## src/rtl/ostm_pkg.sv

```systemverilog
package ostm_pkg;
   localparam int OFS_COUNT  = 'h10;
   localparam int OFS_STATUS = 'h14;
   localparam int OFS_WDOG   = 'h18;
   localparam int OFS_IEN    = 'h1C;

   function automatic int ofs_match(input int ch);
      return ch * 4;
   endfunction
endpackage

```

## src/rtl/ostm_counter.sv

```systemverilog
module ostm_counter #(
   parameter int W = 32
) (
   input  logic         clk,
   input  logic         rst_n,
   input  logic         tick_i,
   input  logic         ld_i,
   input  logic [W-1:0] ld_val_i,
   output logic [W-1:0] cnt_o,
   output logic         adv_o,
   output logic [W-1:0] nxt_o
);
   logic [W-1:0] cnt_q;

   assign adv_o = tick_i && !ld_i;
   assign nxt_o = cnt_q + W'(1);
   assign cnt_o = cnt_q;

   always_ff @(posedge clk or negedge rst_n) begin
      if (!rst_n)     cnt_q <= '0;
      else if (ld_i)  cnt_q <= ld_val_i;
      else if (adv_o) cnt_q <= nxt_o;
   end

   assert_inc_R3: assert property (@(posedge clk) disable iff (!rst_n)
      (tick_i && !ld_i) |=> cnt_q == $past(cnt_q) + W'(1));
   assert_hold_R3: assert property (@(posedge clk) disable iff (!rst_n)
      (!tick_i && !ld_i) |=> $stable(cnt_q));
   assert_load_R2: assert property (@(posedge clk) disable iff (!rst_n)
      ld_i |=> cnt_q == $past(ld_val_i));
endmodule

```

## src/rtl/ostm_match_bank.sv

```systemverilog
module ostm_match_bank #(
   parameter int W   = 32,
   parameter int NCH = 4
) (
   input  logic                    clk,
   input  logic                    rst_n,
   input  logic                    adv_i,
   input  logic [W-1:0]            nxt_i,
   input  logic [NCH-1:0]          mwr_i,
   input  logic [W-1:0]            wdata_i,
   input  logic [NCH-1:0]          ien_i,
   input  logic                    clr_wr_i,
   output logic [NCH-1:0][W-1:0]   match_o,
   output logic [NCH-1:0]          evt_o,
   output logic [NCH-1:0]          sts_o
);
   logic [NCH-1:0][W-1:0] cmp_q;
   logic [NCH-1:0]        sts_q;
   logic [NCH-1:0]        clr_mask;

   assign clr_mask = clr_wr_i ? wdata_i[NCH-1:0] : '0;

   for (genvar n = 0; n < NCH; n++) begin : g_ch
      always_ff @(posedge clk or negedge rst_n) begin
         if (!rst_n)        cmp_q[n] <= '0;
         else if (mwr_i[n]) cmp_q[n] <= wdata_i;
      end

      assign evt_o[n] = adv_i && (nxt_i == cmp_q[n]);

      always_ff @(posedge clk or negedge rst_n) begin
         if (!rst_n) sts_q[n] <= 1'b0;
         else        sts_q[n] <= (sts_q[n] && !clr_mask[n]) || (evt_o[n] && ien_i[n]);
      end

      assert_set_R5: assert property (@(posedge clk) disable iff (!rst_n)
         (evt_o[n] && ien_i[n]) |=> sts_q[n]);
      assert_off_R6: assert property (@(posedge clk) disable iff (!rst_n)
         (!ien_i[n] && !sts_q[n]) |=> !sts_q[n]);
      assert_keep_R7: assert property (@(posedge clk) disable iff (!rst_n)
         (sts_q[n] && !(clr_wr_i && wdata_i[n])) |=> sts_q[n]);
   end

   assign match_o = cmp_q;
   assign sts_o   = sts_q;
endmodule

```

## src/rtl/ostm_wdog.sv

```systemverilog
module ostm_wdog (
   input  logic clk,
   input  logic rst_n,
   input  logic evt_i,
   input  logic wr_i,
   input  logic arm_i,
   output logic arm_o,
   output logic rst_req_o
);
   logic arm_q, req_q;

   always_ff @(posedge clk or negedge rst_n) begin
      if (!rst_n) begin
         arm_q <= 1'b0;
         req_q <= 1'b0;
      end else if (evt_i && arm_q) begin
         arm_q <= 1'b0;
         req_q <= 1'b1;
      end else begin
         req_q <= 1'b0;
         if (wr_i) arm_q <= arm_i;
      end
   end

   assign arm_o     = arm_q;
   assign rst_req_o = req_q;

   assert_pulse_R8: assert property (@(posedge clk) disable iff (!rst_n)
      req_q |=> !req_q);
   assert_disarm_R8: assert property (@(posedge clk) disable iff (!rst_n)
      req_q |-> !arm_q);
   assert_quiet_R9: assert property (@(posedge clk) disable iff (!rst_n)
      !arm_q |=> !req_q);
endmodule

```

## src/rtl/ostimer_wdt.sv

```systemverilog
module ostimer_wdt #(
   parameter int W      = 32,
   parameter int NCH    = 4,
   parameter int IEN_W  = 12,
   parameter int ADDR_W = 8,
   parameter int WDT_CH = 3
) (
   input  logic              clk,
   input  logic              rst_n,
   input  logic              tick_i,
   input  logic [ADDR_W-1:0] addr_i,
   input  logic              wr_i,
   input  logic [W-1:0]      wdata_i,
   output logic [W-1:0]      rdata_o,
   output logic [NCH-1:0]    irq_o,
   output logic              rst_req_o
);
   import ostm_pkg::*;

   if (NCH < 1 || ofs_match(NCH) > OFS_COUNT) begin : g_bad_nch
      $error("NCH must fit below the counter offset");
   end
   if (WDT_CH < 0 || WDT_CH >= NCH) begin : g_bad_wdt
      $error("WDT_CH must name an existing channel");
   end
   if (IEN_W < NCH || IEN_W > W) begin : g_bad_ien
      $error("IEN_W must cover all channels and fit the data width");
   end
   if (ADDR_W < 6) begin : g_bad_addr
      $error("ADDR_W too small for the register map");
   end

   localparam logic [ADDR_W-1:0] A_COUNT  = ADDR_W'(OFS_COUNT);
   localparam logic [ADDR_W-1:0] A_STATUS = ADDR_W'(OFS_STATUS);
   localparam logic [ADDR_W-1:0] A_WDOG   = ADDR_W'(OFS_WDOG);
   localparam logic [ADDR_W-1:0] A_IEN    = ADDR_W'(OFS_IEN);

   logic [W-1:0]          cnt_w, nxt_w;
   logic                  adv_w;
   logic [NCH-1:0]        mwr_w, evt_w, sts_w;
   logic [NCH-1:0][W-1:0] match_w;
   logic [IEN_W-1:0]      ien_q;
   logic                  arm_w;

   for (genvar n = 0; n < NCH; n++) begin : g_mwr
      assign mwr_w[n] = wr_i && (addr_i == ADDR_W'(ofs_match(n)));
   end

   always_ff @(posedge clk or negedge rst_n) begin
      if (!rst_n)                      ien_q <= '0;
      else if (wr_i && addr_i == A_IEN) ien_q <= wdata_i[IEN_W-1:0];
   end

   ostm_counter #(.W(W)) u_cnt (
      .clk(clk), .rst_n(rst_n), .tick_i(tick_i),
      .ld_i(wr_i && addr_i == A_COUNT), .ld_val_i(wdata_i),
      .cnt_o(cnt_w), .adv_o(adv_w), .nxt_o(nxt_w)
   );

   ostm_match_bank #(.W(W), .NCH(NCH)) u_bank (
      .clk(clk), .rst_n(rst_n), .adv_i(adv_w), .nxt_i(nxt_w),
      .mwr_i(mwr_w), .wdata_i(wdata_i), .ien_i(ien_q[NCH-1:0]),
      .clr_wr_i(wr_i && addr_i == A_STATUS),
      .match_o(match_w), .evt_o(evt_w), .sts_o(sts_w)
   );

   ostm_wdog u_wdog (
      .clk(clk), .rst_n(rst_n), .evt_i(evt_w[WDT_CH]),
      .wr_i(wr_i && addr_i == A_WDOG), .arm_i(wdata_i[0]),
      .arm_o(arm_w), .rst_req_o(rst_req_o)
   );

   always_comb begin
      rdata_o = '0;
      for (int n = 0; n < NCH; n++) begin
         if (addr_i == ADDR_W'(ofs_match(n))) rdata_o = match_w[n];
      end
      if (addr_i == A_COUNT)  rdata_o = cnt_w;
      if (addr_i == A_STATUS) rdata_o = W'(sts_w);
      if (addr_i == A_WDOG)   rdata_o = W'(arm_w);
      if (addr_i == A_IEN)    rdata_o = W'(ien_q);
   end

   assign irq_o = sts_w;

   assert_irq_clear_R7: assert property (@(posedge clk) disable iff (!rst_n)
      (wr_i && addr_i == A_STATUS && !(|evt_w)) |=> ((irq_o & $past(wdata_i[NCH-1:0])) == '0));
endmodule

```

## config.mk

```make
export PLATFORM = sky130hd
export DESIGN_NAME = ostimer_wdt
export DESIGN_NICKNAME = d
export VERILOG_FILES = /design/src/rtl/ostm_pkg.sv /design/src/rtl/ostm_counter.sv /design/src/rtl/ostm_match_bank.sv /design/src/rtl/ostm_wdog.sv /design/src/rtl/ostimer_wdt.sv
export SDC_FILE = /design/constraint.sdc
export NUM_CORES = 1
export LEC_CHECK = 0
export BUFFER_PORTS_ARGS = -buffer_cell sky130_fd_sc_hd__clkbuf_2
export CAP_MARGIN = 20
export CORE_UTILIZATION = 40
export DETAILED_ROUTE_END_ITERATION = 8
export PLACE_DENSITY = 0.6
export SLEW_MARGIN = 20
export SYNTH_ARGS = -nofsm -noshare
export SYNTH_HDL_FRONTEND = slang
export SYNTH_SLANG_ARGS = --single-unit
```

## constraint.sdc

```tcl
create_clock -name clk -period 4.25 [get_ports clk]
set_input_delay 0.85 -clock clk [delete_from_list [all_inputs] [get_ports clk]]
set_output_delay 0.85 -clock clk [all_outputs]
set_load 0.02 [all_outputs]
```

Yosys cells after proc, flatten, opt, wreduce, memory -nomap -nowiden
Cells that the tools add are included.

operators by class
  add/sub/neg operators = 1
  multiply operators = 0
  divide/modulo/power cells = 0
  $lt $le $gt $ge = 0
  eq/ne operators = 11
  shifts and indexed selects = 0
  mux-type cells = 14
  bitwise gates (word level) = 0
  reductions and logical operators = 34

operators by type and width
  cell                   number
  $mux 32                10
  $eq 32x32->1           4
  $add 32x1->32 const B  1
  $eq 8x5->1 const B     4
  $logic_and 1x1->1      22
  $eq 8x4->1 const B     2
  $eq 8x3->1 const B     1
  $logic_not 8->1        1
  $logic_not 1->1        5
  $logic_or 1x1->1       4
  $mux 4                 1
  $reduce_bool 2->1      2
  $mux 1                 3

word-level totals
  register bits after elaboration = 178
  latch bits = 0
  bits in writable memories = 0
  memory bits (read-only) = 0
  bits of input ports = 44
  output and inout bits = 37
  word-level logic and storage cells = 72
  memories kept = 0

Depth between registers and ports, before layout
  depth in word-level cells = 9
  gate-level depth with buffers = 11

Cells and area by module
Synthesis repeated with hierarchy kept, for this count alone.

unflattened totals
  cells, all modules = 1017
  area total of the unflattened synthesis = 10965.5 sq um

by module, submodules not included
  module           instances  cells each  area each (sq um)
  ostm_match_bank  1          468         6304.8
  ostm_counter     1          302         2412.3
  ostimer_wdt      1          242         2175.8
  ostm_wdog        1          5           72.6

Worst setup path after synthesis
Ideal clock, no wire load.

  path type = input port to output port
  from = in addr_i[2]
  to = out rdata_o[15]
  data arrival time = 2.935 ns
  required time = 3.400 ns
  setup slack = 0.465 ns
  cell stages on the path = 5
  path buffers = 3
  cells stage by stage = clkbuf_1 > buf_1 > buf_1 > mux4_2 > a22o_1

on the way
  word-level cells in the longest chain between the ends = 9
  elaborated cells on any way between the ends = 16
  classes of those cells = eq/ne: 7; mux: 8; reduce/logical: 1

ends and longest elaborated chain
  item                   line               RTL
  from (decl)            ostimer_wdt.sv:11  input logic [ADDR_W-1:0] addr_i,
  $logic_not 8->1        ostimer_wdt.sv:76  if (addr_i == ADDR_W'(ofs_match(n))) rdata_o = match_w[n];
  $mux 32 (4 in series)  ostimer_wdt.sv:76
  $mux 32                ostimer_wdt.sv:78  if (addr_i == A_COUNT) rdata_o = cnt_w;
  $mux 32                ostimer_wdt.sv:79  if (addr_i == A_STATUS) rdata_o = W'(sts_w);
  $mux 32                ostimer_wdt.sv:80  if (addr_i == A_WDOG) rdata_o = W'(arm_w);
  $mux 32 *              ostimer_wdt.sv:81  if (addr_i == A_IEN) rdata_o = W'(ien_q);
  to (decl)              ostimer_wdt.sv:14  output logic [W-1:0] rdata_o,

Every way passes the cells marked *; elsewhere a longest branch is shown, timed or not.

Final worst setup path
  from = reg u_cnt.cnt_q[0] (netlist: u_cnt.cnt_o[0])
  to = reg u_bank.sts_q[2] (netlist: u_bank.sts_o[2])

on the way
  word-level cells in the longest chain between the ends = 5

ends and longest elaborated chain
  item                             line                   RTL
  from (decl)                      ostm_counter.sv:13     logic [W-1:0] cnt_q;
  from (signal assigned)           ostm_counter.sv:21     else if (ld_i) cnt_q <= ld_val_i;
  from (signal assigned)           ostm_counter.sv:22     else if (adv_o) cnt_q <= nxt_o;
  $add 32x1->32                    ostm_counter.sv:16     assign nxt_o = cnt_q + W'(1);
  $eq 32x32->1                     ostm_match_bank.sv:29  assign evt_o[n] = adv_i && (nxt_i == cmp_q[n]);
  $logic_and 1x1->1                ostm_match_bank.sv:29
  $logic_and 1x1->1                ostm_match_bank.sv:33  else sts_q[n] <= (sts_q[n] && !clr_mask[n]) || (evt_o[n] && ien_i[n]);
  $logic_or 1x1->1                 ostm_match_bank.sv:33
  to (signal, indexed assignment)  ostm_match_bank.sv:33
  to (decl)                        ostm_match_bank.sv:18  logic [NCH-1:0] sts_q;

No other way between the ends.
A chain may end at the register's enable or synchronous reset.

==> impl_metrics.tcl <==
set metrics [dict create \
    status "complete, no violations" \
    drc 0 \
    critical_path_arrival_ns 4.23 \
    ys_types 66 \
    drive_gt1_frac 0.2937 \
    synth_nets 1211 \
    met2_length_um 18670 \
    antenna_found_initial 0 \
    r2r_start "u_cnt.cnt_o[0]$_DFFE_PN0P_" \
    multiInputGateArea_um2 7051 \
    die_height_um 174.5 \
    seq_area_um2 4454 \
    maxSlewHeadroom 0.4026 \
    fin_skew_ns 0.01551 \
    syn_avg_cell_area_um2 10.20 \
    min_path_type "in -> async" \
    wire_per_inst_um 25.93 \
    r2r_cells 9 \
    startpoint_type "register" \
    ir_drop_mv 0.2634 \
    grt_pass1_vias 9762 \
    vias 9998 \
    clk_path_buf_depth 2 \
    finalSetupViolations 0 \
    cts_buffers 17 \
    clk_pin_slew_ns 0.08 \
    fin_nets 1278 \
    via_per_inst 6.134 \
    fmax_mhz 259.1 \
    grt_pass1_wl_um 64560 \
    fin_setup_tns_ns 0 \
    wl_met1_um 19570 \
    synth_area_leader_cell "dfrtp_1" \
    power_leakage_uw 0.005919 \
    ys_ff_latch 178 \
    p_per_area_nw_per_um2 363.2 \
    synth_cells 1166 \
    hold_viol_final 0 \
    endpoint_kind "register" \
    required_ns 4.62 \
    initial_core_util 0.4100 \
    dp_hpwl_um 31790 \
    dieWidth_um 174.5 \
    finalCritPeriodShare 0.9082 \
    synthArstFlopShare 1.000 \
    period_minus_slack_ns 3.860 \
    cts.htree.levels 4 \
    n_fill_cell 2805 \
    tightestPinTransition_ns 0.8734 \
    cts_setup_buffers 0 \
    ys_top_cells_by_area "dfrtp_1 37%, mux2_2 14%, xnor2_1 7.4%" \
    synth_edf_count 0 \
    pin_count 81 \
    setup.worst_path.class "reg -> reg" \
    r2r_end "u_bank.sts_o[2]$_DFF_PN0_" \
    syn_to_final_growth_pct 13.74 \
    clock_sinks 178 \
    synth_area_um2 11900 \
    numPortBuffers 80 \
    dpl.cell_count 1598 \
    antenna_left 0 \
    drt_wl_total_um 42260 \
    yosysSeqAreaShare 0.3744 \
    dr.pass1.iters 5 \
    synth.top_cell.area_share 0.3744 \
    synth_top_flop_cell "dfrtp_1" \
    core_area_um2 29010 \
    crit_fanout 10 \
    antenna_cells 0 \
    wl_met3_um 3010 \
    reg2reg_slack_ns 0.39 \
    gr-total-overflow 0 \
    grt_max_degree 92 \
    final_cells 1630 \
    num_rows 62 \
    highest_layer "met4" \
    drv_slew 0 \
    cts_tree "yes" \
    yosys_warnings 0 \
    dieArea_um2 30430 \
    root_buffer "clkbuf_16" \
    first_iter_violations 958 \
    drv_cap 0 \
    clkLatencyLatePin_ns 0.46 \
    rsz0062_at_grt "false" \
    grt_usage 0.2864 \
    place_congestion 0.9886 \
]
[metal layers]
layer / up-vias / track usage
met2: 443 / 0.4235
met3: 72 / 0.05381
li1: 4398 / -
met1: 5085 / 0.4222
met5: - / 0
met4: 0 / 0.08480
[flip-flops by register name (all words and copies together) (netlist names)]
register          flops
u_bank.sts_o          4
u_cnt.cnt_o          32
u_bank.match_o      128
u_wdog.rst_req_o      1
u_wdog.arm_o          1
ien_q                12
[worst max path at each step]
stage | from | end
after floorplan | addr_i[2] | rdata_o[15]
after global placement | u_cnt.cnt_o[0]$_DFFE_PN0P_ | u_wdog.arm_o$_DFFE_PN0P_
after detailed placement | u_cnt.cnt_o[0]$_DFFE_PN0P_ | u_bank.sts_o[3]$_DFF_PN0_
after CTS | u_cnt.cnt_o[0]$_DFFE_PN0P_ | u_bank.sts_o[3]$_DFF_PN0_
after global routing | u_cnt.cnt_o[0]$_DFFE_PN0P_ | u_wdog.arm_o$_DFFE_PN0P_
final | u_cnt.cnt_o[0]$_DFFE_PN0P_ | u_bank.sts_o[2]$_DFF_PN0_
[layout make-up]
class	count	share of cell area
multi-input cells	886	0.5211
flip-flops and latches	178	0.3292
repair buffers	139	0.06649
well taps	384	0.03551
clock buffers	18	0.03246
clock inverters	14	0.01221
inverters	11	0.003052
[metrics by stage]
step | instance area (um2) | utilization | total power, uW | setup slack (ns) | hold WS (ns)
after detailed placement | 12920 | 0.4454 | 3257 | 0.3085 | 0.4945
after global routing | 13530 | 0.4664 | 5122 | 0.1714 | 0.3662
final | 13530 | 0.4664 | 4915 | 0.3901 | 0.3415
after floorplan | 11900 | - | 2816 | 0.4653 | 0.4500
after global placement | 12920 | 0.4454 | 3251 | 0.5004 | 0.4866
after CTS | 13530 | 0.4663 | 4930 | 0.2825 | 0.3451
[cell families after synthesis]
| group | count (synthesis) | synth area share |
|---|---|---|
| AO/OA/AOI/OAI | 191 | 0.1106 |
| buffers and inverters | 102 | 0.03523 |
| AND/OR/NAND/NOR | 337 | 0.1503 |
| flip-flops | 178 | 0.3744 |
| adder cells (fa/ha/maj) | 2 | 0.001893 |
| XOR/XNOR | 178 | 0.1357 |
| multiplexers | 178 | 0.1918 |
[what timing repair did]
action,CTS,global route
resized for setup,0,1
hold buffers,0,0
setup endpoints to repair,0,1
[cell usage after synthesis, drive strengths merged (11+ instances only)]
cell type,number
dfrtp,178
mux2,150
xnor2,101
nand2,79
nor2,77
xor2,73
clkbuf,53
a21oi,46
buf,38
nand3,37
o21ai,33
a22o,29
nand4,27
mux4,25
nor3,23
nor4,20
and3,17
nor3b,12
o211ai,12
inv,11
or4,11
[layout by cell type (no fill, tap or decap), drive strengths merged, types with 6 or more instances in the layout]
| cell | netlist | final |
|---|---|---|
| dfrtp | 178 | 178 |
| mux2 | 150 | 150 |
| xnor2 | 101 | 101 |
| clkbuf | 53 | 97 |
| nand2 | 79 | 79 |
| nor2 | 77 | 77 |
| xor2 | 73 | 73 |
| buf | 38 | 60 |
| a21oi | 46 | 46 |
| nand3 | 37 | 37 |
| o21ai | 33 | 33 |
| a22o | 29 | 29 |
| nand4 | 27 | 27 |
| mux4 | 25 | 25 |
| nor3 | 23 | 23 |
| nor4 | 20 | 20 |
| inv | 11 | 18 |
| and3 | 17 | 17 |
| nor3b | 12 | 12 |
| o211ai | 12 | 12 |
| or4 | 11 | 11 |
| a221oi | 10 | 10 |
| a31oi | 9 | 9 |
| a21o | 9 | 9 |
| o2111ai | 8 | 8 |
| and4 | 6 | 6 |
| nand3b | 6 | 6 |
[worst max-delay path: stages (launching register included)]
cell	delay, ns
dfrtp_1	0.58
ha_1	0.32
and3_1	0.41
nand4_1	0.44
or3_1	0.53
nand3b_1	0.14
o2111ai_1	0.11
or4_1	0.54
or4_1	0.52
o21ai_0	0.18
[where the power goes]
| part | internal, uW | switching (uW) | total (uW) |
|---|---|---|---|
| logic | 536 | 711 | 1250 |
| registers | 1810 | 199 | 2010 |
| clock network | 901 | 761 | 1660 |
Power figures use the tool's default switching activity.
